[config.mk]
export PLATFORM = sky130hd
export DESIGN_NAME = bus_strobe_gen
export DESIGN_NICKNAME = d
export VERILOG_FILES = /design/src/rtl/bstrb_pkg.sv /design/src/rtl/bstrb_phase_ctr.sv /design/src/rtl/bstrb_ale_gen.sv /design/src/rtl/bstrb_psen_gen.sv /design/src/rtl/bus_strobe_gen.sv
export SDC_FILE = /design/constraint.sdc
export NUM_CORES = 1
export LEC_CHECK = 0
export ABC_AREA = 0
export BUFFER_PORTS_ARGS = -buffer_cell sky130_fd_sc_hd__buf_2
export CORE_AREA = 2 2 39 41
export DETAILED_ROUTE_END_ITERATION = 8
export DIE_AREA = 0 0 41 43
export PLACE_DENSITY = 0.79
export REMOVE_ABC_BUFFERS = 1
export SLEW_MARGIN = 30
export SYNTH_ARGS = -nofsm -noshare
export SYNTH_HDL_FRONTEND = slang
export SYNTH_SLANG_ARGS = --single-unit
[constraint.sdc]
create_clock -name clk_i -period 5.7 [get_ports clk_i]
set_clock_uncertainty 0.15 [all_clocks]
set_input_delay 1.14 -clock clk_i [delete_from_list [all_inputs] [get_ports clk_i]]
set_output_delay 1.14 -clock clk_i [all_outputs]
set_load 0.01 [all_outputs]
[src/rtl/bstrb_pkg.sv]
package bstrb_pkg;

  typedef struct packed {
    logic ext;
    logic movx;
    logic movc;
    logic ale_off;
  } bus_state_t;

endpackage

[src/rtl/bstrb_phase_ctr.sv]
module bstrb_phase_ctr #(
  parameter int CYCLE_CLKS = 12,
  localparam int PH_W = $clog2(CYCLE_CLKS)
) (
  input  logic            clk_i,
  input  logic            rst_ni,
  output logic [PH_W-1:0] phase_o,
  output logic [PH_W-1:0] phase_nxt_o,
  output logic            wrap_o
);

  localparam logic [PH_W-1:0] LAST = PH_W'(CYCLE_CLKS - 1);

  logic [PH_W-1:0] phase_q;

  assign wrap_o      = (phase_q == LAST);
  assign phase_nxt_o = wrap_o ? '0 : phase_q + 1'b1;
  assign phase_o     = phase_q;

  // reset parks on the last phase so the first edge opens a fresh cycle
  always_ff @(posedge clk_i or negedge rst_ni) begin
    if (!rst_ni) phase_q <= LAST;
    else         phase_q <= phase_nxt_o;
  end

endmodule

[src/rtl/bstrb_ale_gen.sv]
module bstrb_ale_gen
  import bstrb_pkg::*;
#(
  parameter int CYCLE_CLKS = 12,
  parameter int PULSES     = 2,
  parameter int ALE_W      = 2,
  parameter int SKIP_IDX   = 0,
  localparam int PH_W = $clog2(CYCLE_CLKS)
) (
  input  logic [PH_W-1:0] phase_i,
  input  bus_state_t      st_i,
  output logic            ale_o
);

  localparam int SLOT = CYCLE_CLKS / PULSES;

  logic [PULSES-1:0] hit;
  logic [PULSES-1:0] keep;
  logic              forced_hi;

  for (genvar i = 0; i < PULSES; i++) begin : g_slot
    localparam logic [PH_W-1:0] LO = PH_W'(i * SLOT);
    logic [PH_W-1:0] off;
    assign off     = phase_i - LO;
    assign hit[i]  = (phase_i >= LO) && (off < PH_W'(ALE_W));
    if (i == SKIP_IDX) begin : g_skip
      assign keep[i] = !st_i.movx;
    end else begin : g_keep
      assign keep[i] = 1'b1;
    end
  end

  // suppression only applies on internal execution with no table/data access
  assign forced_hi = st_i.ale_off && !st_i.ext && !st_i.movx && !st_i.movc;
  assign ale_o     = forced_hi | (|(hit & keep));

endmodule

[src/rtl/bstrb_psen_gen.sv]
module bstrb_psen_gen #(
  parameter int CYCLE_CLKS = 12,
  parameter int PULSES     = 2,
  parameter int PSEN_OFS   = 3,
  parameter int PSEN_W     = 3,
  localparam int PH_W = $clog2(CYCLE_CLKS)
) (
  input  logic [PH_W-1:0] phase_i,
  input  logic            ext_i,
  input  logic            movx_i,
  output logic            psen_no
);

  localparam int SLOT = CYCLE_CLKS / PULSES;

  logic [PULSES-1:0] hit;

  for (genvar i = 0; i < PULSES; i++) begin : g_slot
    localparam logic [PH_W-1:0] LO = PH_W'(i * SLOT + PSEN_OFS);
    logic [PH_W-1:0] off;
    assign off    = phase_i - LO;
    assign hit[i] = (phase_i >= LO) && (off < PH_W'(PSEN_W));
  end

  assign psen_no = !(ext_i && !movx_i && (|hit));

endmodule

[src/rtl/bus_strobe_gen.sv]
module bus_strobe_gen
  import bstrb_pkg::*;
#(
  parameter int CYCLE_CLKS = 12,
  parameter int PULSES     = 2,
  parameter int ALE_W      = 2,
  parameter int PSEN_OFS   = 3,
  parameter int PSEN_W     = 3,
  parameter int SKIP_IDX   = 0,
  localparam int PH_W = $clog2(CYCLE_CLKS)
) (
  input  logic            clk_i,
  input  logic            rst_ni,
  input  logic            ext_exec_i,
  input  logic            movx_i,
  input  logic            movc_i,
  input  logic            ale_off_i,
  output logic [PH_W-1:0] phase_o,
  output logic            ale_o,
  output logic            psen_no
);

  logic [PH_W-1:0] phase_nxt;
  logic            wrap;
  bus_state_t      st_q, st_d, st_in;
  logic            ale_d, psen_nd;
  logic            ale_q, psen_nq;

  bstrb_phase_ctr #(.CYCLE_CLKS(CYCLE_CLKS)) u_phase (
    .clk_i       (clk_i),
    .rst_ni      (rst_ni),
    .phase_o     (phase_o),
    .phase_nxt_o (phase_nxt),
    .wrap_o      (wrap)
  );

  assign st_in = '{ext: ext_exec_i, movx: movx_i, movc: movc_i, ale_off: ale_off_i};
  assign st_d  = wrap ? st_in : st_q;

  // strobes decoded one step ahead and registered: glitch-free outputs
  bstrb_ale_gen #(
    .CYCLE_CLKS (CYCLE_CLKS),
    .PULSES     (PULSES),
    .ALE_W      (ALE_W),
    .SKIP_IDX   (SKIP_IDX)
  ) u_ale (
    .phase_i (phase_nxt),
    .st_i    (st_d),
    .ale_o   (ale_d)
  );

  bstrb_psen_gen #(
    .CYCLE_CLKS (CYCLE_CLKS),
    .PULSES     (PULSES),
    .PSEN_OFS   (PSEN_OFS),
    .PSEN_W     (PSEN_W)
  ) u_psen (
    .phase_i (phase_nxt),
    .ext_i   (st_d.ext),
    .movx_i  (st_d.movx),
    .psen_no (psen_nd)
  );

  always_ff @(posedge clk_i or negedge rst_ni) begin
    if (!rst_ni) begin
      st_q    <= '0;
      ale_q   <= 1'b0;
      psen_nq <= 1'b1;
    end else begin
      st_q    <= st_d;
      ale_q   <= ale_d;
      psen_nq <= psen_nd;
    end
  end

  assign ale_o   = ale_q;
  assign psen_no = psen_nq;

endmodule

Yosys cells after proc, flatten, opt, wreduce, memory -nomap -nowiden
Index checks and enable logic that the tools add are counted.

Register bits: 10. Input port bits: 6. Output and inout port bits: 6. Logic and storage cells: 39.

$add $sub $neg: 4. $lt $le $gt $ge: 8. Equality and inequality tests: 1. Muxes and demuxes: 2. Bitwise operators: 2. Reductions and logical operators: 15.

Operators with widths (number): less-than comparator 4 x 2 -> 1 bit (second input constant) (4); logical AND 1 bit (9); 2-to-1 mux 4 bit (2); adder 4 x 1 -> 4 bit (second input constant) (1); equality test 4 bit (second input constant) (1); greater-or-equal comparator 4 x 1 -> 1 bit (second input constant) (1); greater-or-equal comparator 4 x 2 -> 1 bit (second input constant) (1); greater-or-equal comparator 4 x 3 -> 1 bit (second input constant) (1); greater-or-equal comparator 4 bit (second input constant) (1); logical NOT 1 bit (4); OR reduction 2 bit (2); subtractor 4 x 2 -> 4 bit (second input constant) (1); subtractor 4 x 3 -> 4 bit (second input constant) (1); subtractor 4 bit (second input constant) (1); AND 2 bit (1); OR 1 bit (1).

Depth between registers and ports, before layout
Depth in word-level cells: 8. Gate-level depth with buffers: 8. Mapped depth without buffers: 7.

Modules after synthesis
Synthesis repeated with hierarchy kept, for this count alone.

Cell total of the unflattened synthesis: 40. Area total of the unflattened synthesis: 478.0 µm².

By module, submodules not included: bus_strobe_gen (times used 1, cells each 10, area each 196.4 µm², sequential area each 151.4 µm²); bstrb_phase_ctr (times used 1, cells each 14, area each 177.7 µm², sequential area each 103.8 µm²); bstrb_ale_gen (times used 1, cells each 10, area each 71.3 µm², sequential area each 0.0 µm²); bstrb_psen_gen (times used 1, cells each 6, area each 32.5 µm², sequential area each 0.0 µm²).

Least setup slack after synthesis
No wires, ideal clock.

Kind: reg-to-reg. From: register u_phase.phase_q[0], in the netlist u_phase.phase_o[0]. To: register ale_q, in the netlist ale_o. Arrival: 1.955 ns. Required time: 5.428 ns. Setup slack: 3.473 ns. Cell stages (with the launch flop): 9. Path buffers: 1. Cell sequence: dfstp_2 ha_1 buf_2 mux2i_1 inv_1 ha_1 o21ai_0 mux2i_1 a32o_1.

Cells in the longest elaborated chain, start to end: 8.

RTL lines: from (decl) (RTL line bstrb_phase_ctr.sv:14) `logic [PH_W-1:0] phase_q;`; from (signal assigned) (RTL line bstrb_phase_ctr.sv:23) `else phase_q <= phase_nxt_o;`; adder 4 x 1 -> 4 bit / equality test 4 bit (equally long branches) (RTL line bstrb_phase_ctr.sv:17, bstrb_phase_ctr.sv:16); 2-to-1 mux 4 bit * (RTL line bstrb_phase_ctr.sv:17) `assign phase_nxt_o = wrap_o ? '0 : phase_q + 1'b1;`; via phase_nxt[2] (RTL line bus_strobe_gen.sv:23) `logic [PH_W-1:0] phase_nxt;`; subtractor 4 x 3 -> 4 bit (RTL line bstrb_ale_gen.sv:24) `assign off = phase_i - LO;`; less-than comparator 4 x 2 -> 1 bit (RTL line bstrb_ale_gen.sv:25) `assign hit[i] = (phase_i >= LO) && (off < PH_W'(ALE_W));`; logical AND 1 bit (RTL line bstrb_ale_gen.sv:25); AND 2 bit * (RTL line bstrb_ale_gen.sv:35) `assign ale_o = forced_hi | (|(hit & keep));`; OR reduction 2 bit * (RTL line bstrb_ale_gen.sv:35); OR 1 bit * (RTL line bstrb_ale_gen.sv:35); via ale_d (RTL line bus_strobe_gen.sv:26) `logic ale_d, psen_nd;`; to (signal assigned) (RTL line bus_strobe_gen.sv:71) `ale_q <= ale_d;`; to (decl) (RTL line bus_strobe_gen.sv:27) `logic ale_q, psen_nq;`.

Mark *: on every way through the listed nets, which the timed path passes. The rest lies on a longest branch.

Final worst setup path
From: register u_phase.phase_q[1], in the netlist u_phase.phase_o[1]. To: register ale_q, in the netlist ale_o.

The elaborated chain is that of the path after synthesis.

==> PnR_summary.wiki <==
{| class="wikitable"
! Metric !! Value
|-
| Via count of the first global-routing pass || 407
|-
| Storage cell area || 255 um2
|-
| Top Usage Layer GRT || met2
|-
| RSZ-0062 raised after global routing || false
|-
| Portion of synthesized cell area occupied by the leading cell type || 0.226
|-
| Pre-antenna DRT Iters || 4
|-
| Final cell count without fillers || 87
|-
| Worst IR Drop VDD || 0.125 mV
|-
| Post-route clock period utilization || 0.428
|-
| Die extent in y || 43 um
|-
| Placement Cell Area || 731 um2
|-
| Peak Freq || 410 MHz
|-
| Std cell rows || 14
|-
| Total Die Area || 1760 um2
|-
| End point of the critical path || ale_o
|-
| Cts-stage hold buffer count || 0
|-
| CTS tree || built
|-
| Family of cells with the greatest summed delay on the critical path || adder cells
|-
| Antenna-violating nets left || 0
|-
| Final worst path period need || 2.44 ns
|-
| Area Overhead vs Synth || 15.2%
|-
| Post-layout nets || 87
|-
| FF-to-FF setup slack || 3.26 ns
|-
| R2R cell count || 7
|-
| Max H-tree Level || 1
|-
| CTS clk-pin slew, worst paths || 0.07 ns
|-
| Type of origin of the critical path || flop
|-
| CTS resizes || 0
|-
| Endpoint of the most critical register-to-register path || ale_o
|-
| Layout Utilization || 0.554
|-
| Via count || 449
|-
| Peak fanout along the critical path || 7
|-
| Crit path kind || flop to flop
|-
| Normalized max-slew margin || 0.748
|-
| Number of DRC violations after detailed-routing iteration 0 || 9
|-
| Endpoints failing hold || 0
|-
| Source of the critical timing path || u_phase.phase_o[1]
|-
| Hold Path Cell Cnt || 1
|-
| Diode insertion count for antenna repair || 0
|-
| Synthesized area || 666 um2
|-
| Largest net degree at the start of global routing || 11
|-
| Ys flop type || sky130_fd_sc_hd__dfrtp_1
|-
| Share of synthesized registers carrying an async set or reset || 1.00
|-
| Horiz. Die Dim || 41 um
|-
| Power per standard cell area || 189 nW/um2
|-
| Final Setup Violations || 0
|-
| Insertion delay of the later-clocked pin in the worst-skew pair || 0.27 ns
|-
| Max-cap violations || 0
|-
| Met1 track demand over resource || 0.210
|-
| Count of flip-flops with a built-in enable after synthesis || 0
|-
| Critical Path Sink Type || flop
|-
| Post-synthesis sequential area ratio || 0.383
|-
| Initial antenna violation count || 0
|-
| Final TNS setup || 0 ns
|-
| Total clock sinks || 10
|-
| Cts bufs inserted || 3
|-
| Cell area after layout || 767 um2
|-
| Total leakage power || 0.413 nW
|-
| Filler cell count in the final layout || 124
|-
| Average cell area after synthesis || 11.5 um2
|-
| Sum of buffers and inverters on the critical path || 1
|-
| Wire length reported by the detailed router || 1310 um
|-
| Run status || complete, no violations
|-
| GP Congestion || 0.746
|-
| Area inside the core boundary || 1380 um2
|-
| Count of distinct cell types in the synthesized netlist || 29
|-
| Bufs on Longest Clock Path || 2
|-
| Maximum single-stage delay on the critical path || 0.58 ns
|-
| Fraction of layout instances using a drive strength above 1 || 0.366
|-
| Area of combinational cells with multiple inputs || 378 um2
|-
| Number of input and output port buffers inserted || 11
|-
| Starting Density || 0.481
|-
| Cell with the biggest individual delay on the critical path || sky130_fd_sc_hd__dfstp_2
|-
| Hold Crit Start || st_q[0]
|-
| Met3 GRT Util || 0.0628
|-
| Global-route track usage on met2 || 0.284
|-
| FF+latch count, synth || 10
|-
| # DRC || 0
|-
| Count of warnings emitted by yosys || 0
|-
| Dominant cell by count in the synthesized netlist || sky130_fd_sc_hd__ha_1
|-
| Clock Tree Root || sky130_fd_sc_hd__clkbuf_4
|-
| Placed cell count || 83
|-
| Boundary pin count || 12
|-
| Total routing usage reported by global routing || 0.181
|-
| Sum of overflow across all layers after global routing || 0
|-
| Postcts setup bufs || 0
|-
| Data arrival time of the critical path || 2.45 ns
|-
| Transition time of the tightest slew-check pin || 0.367 ns
|-
| Cell taking the most area after synthesis || sky130_fd_sc_hd__dfrtp_1
|-
| Most frequent cells after synthesis || sky130_fd_sc_hd__ha_1 (9), sky130_fd_sc_hd__dfrtp_1 (6), sky130_fd_sc_hd__inv_1 (6)
|-
| Hold WC Path Type || flop to flop
|-
| Logic depth of the worst path, buffers included || 7
|-
| Cells traversed along the worst timing path || ha_1 -> mux2i_1 -> inv_1 -> ha_1 -> o21ai_0 -> mux2i_1 -> a32o_1
|-
| Source of the worst register-to-register timing path || u_phase.phase_o[1]
|-
| Required arrival time at the worst endpoint || 5.71 ns
|-
| Cell count after synthesis || 58
|-
| Final-layout worst hold slack || 0.350 ns
|-
| Drt wl/cell || 15.0 um
|-
| Cells taking the most area after synthesis || sky130_fd_sc_hd__dfrtp_1 (23%), sky130_fd_sc_hd__ha_1 (17%), sky130_fd_sc_hd__dfstp_2 (16%)
|-
| Post-detailed-route via-to-cell ratio || 5.16
|-
| Max-slew violation count || 0
|-
| Half-perimeter wire length after placement || 1030 um
|-
| First-pass GRT wire length || 2010 um
|}
-- worst register-to-register path, stage by stage, from the launching register on --
cell and delay (ns):
sky130_fd_sc_hd__dfstp_2 0.58, sky130_fd_sc_hd__ha_1 0.39, sky130_fd_sc_hd__mux2i_1 0.42, sky130_fd_sc_hd__inv_1 0.17, sky130_fd_sc_hd__ha_1 0.22, sky130_fd_sc_hd__o21ai_0 0.07
sky130_fd_sc_hd__mux2i_1 0.09, sky130_fd_sc_hd__a32o_1 0.26
-- cell type report --
class | count | area share
Sequential cell | 10 | 0.333
Multi-Input combinational cell | 40 | 0.493
Timing Repair Buffer | 11 | 0.0718
Tap cell | 16 | 0.0261
Clock buffer | 4 | 0.0473
Inverter | 6 | 0.0294
-- kinds of logic (layout without fill, tap and decap cells) --
| group | count (synthesis) | count (layout) | synth area share |
|---|---|---|---|
| AO/OA/AOI/OAI | 9 | 9 | 0.105 |
| XOR/XNOR | 4 | 4 | 0.0526 |
| adder cells (fa/ha/maj) | 9 | 9 | 0.169 |
| buffers and inverters | 8 | 21 | 0.0489 |
| flip-flops | 10 | 10 | 0.383 |
| multiplexers | 6 | 6 | 0.107 |
| AND/OR/NAND/NOR | 12 | 12 | 0.133 |
-- how the worst min path moves through the flow --
stage	to	slack [ns]
6_report	st_q[0]	0.35
5_1_grt	st_q[2]	0.39
4_1_cts	st_q[0]	0.35
3_5_place_dp	st_q[0]	0.34
3_3_place_gp	st_q[0]	0.33
2_1_floorplan	st_q[2]	0.32
-- stage by stage --
stage | power [mW] | setup slack (ns)
after floorplan | 0.0778 | 3.43
after global placement | 0.0818 | 3.38
after detailed placement | 0.0822 | 3.26
after CTS | 0.146 | 3.26
after global routing | 0.150 | 3.12
final | 0.145 | 3.26
-- sequential cells by signal, summed over array words and instances, names as in the netlist --
name,count
ale_o,1
psen_no,1
st_q,4
u_phase.phase_o,4
-- metal layers --
metal	vias to the layer above	wire length (um)
met5	-	0
met4	0	26
met3	2	47
met2	10	712
met1	216	521
li1	221	-
-- layout by cell type (no fill, tap or decap), types with 2 or more instances in the layout --
| master | instances |
|---|---|
| sky130_fd_sc_hd__ha_1 | 9 |
| sky130_fd_sc_hd__clkbuf_4 | 3 |
| sky130_fd_sc_hd__nor2_1 | 2 |
| sky130_fd_sc_hd__mux2_2 | 2 |
| sky130_fd_sc_hd__inv_1 | 6 |
| sky130_fd_sc_hd__xnor2_1 | 3 |
| sky130_fd_sc_hd__nand2_1 | 2 |
| sky130_fd_sc_hd__buf_2 | 11 |
| sky130_fd_sc_hd__dfstp_2 | 4 |
| sky130_fd_sc_hd__a21oi_1 | 2 |
| sky130_fd_sc_hd__dfrtp_1 | 6 |
| sky130_fd_sc_hd__mux2i_1 | 2 |
-- power breakdown --
| group | leakage (nW) | switching, mW | internal, mW |
|---|---|---|---|
| logic | 0.277 | 0.00359 | 0.00346 |
| clock network | 0.0210 | 0.0254 | 0.0388 |
| registers | 0.114 | 0.000845 | 0.0729 |
| total | 0.413 | 0.0298 | 0.115 |
Note: power is estimated with default switching activity, not from simulation.
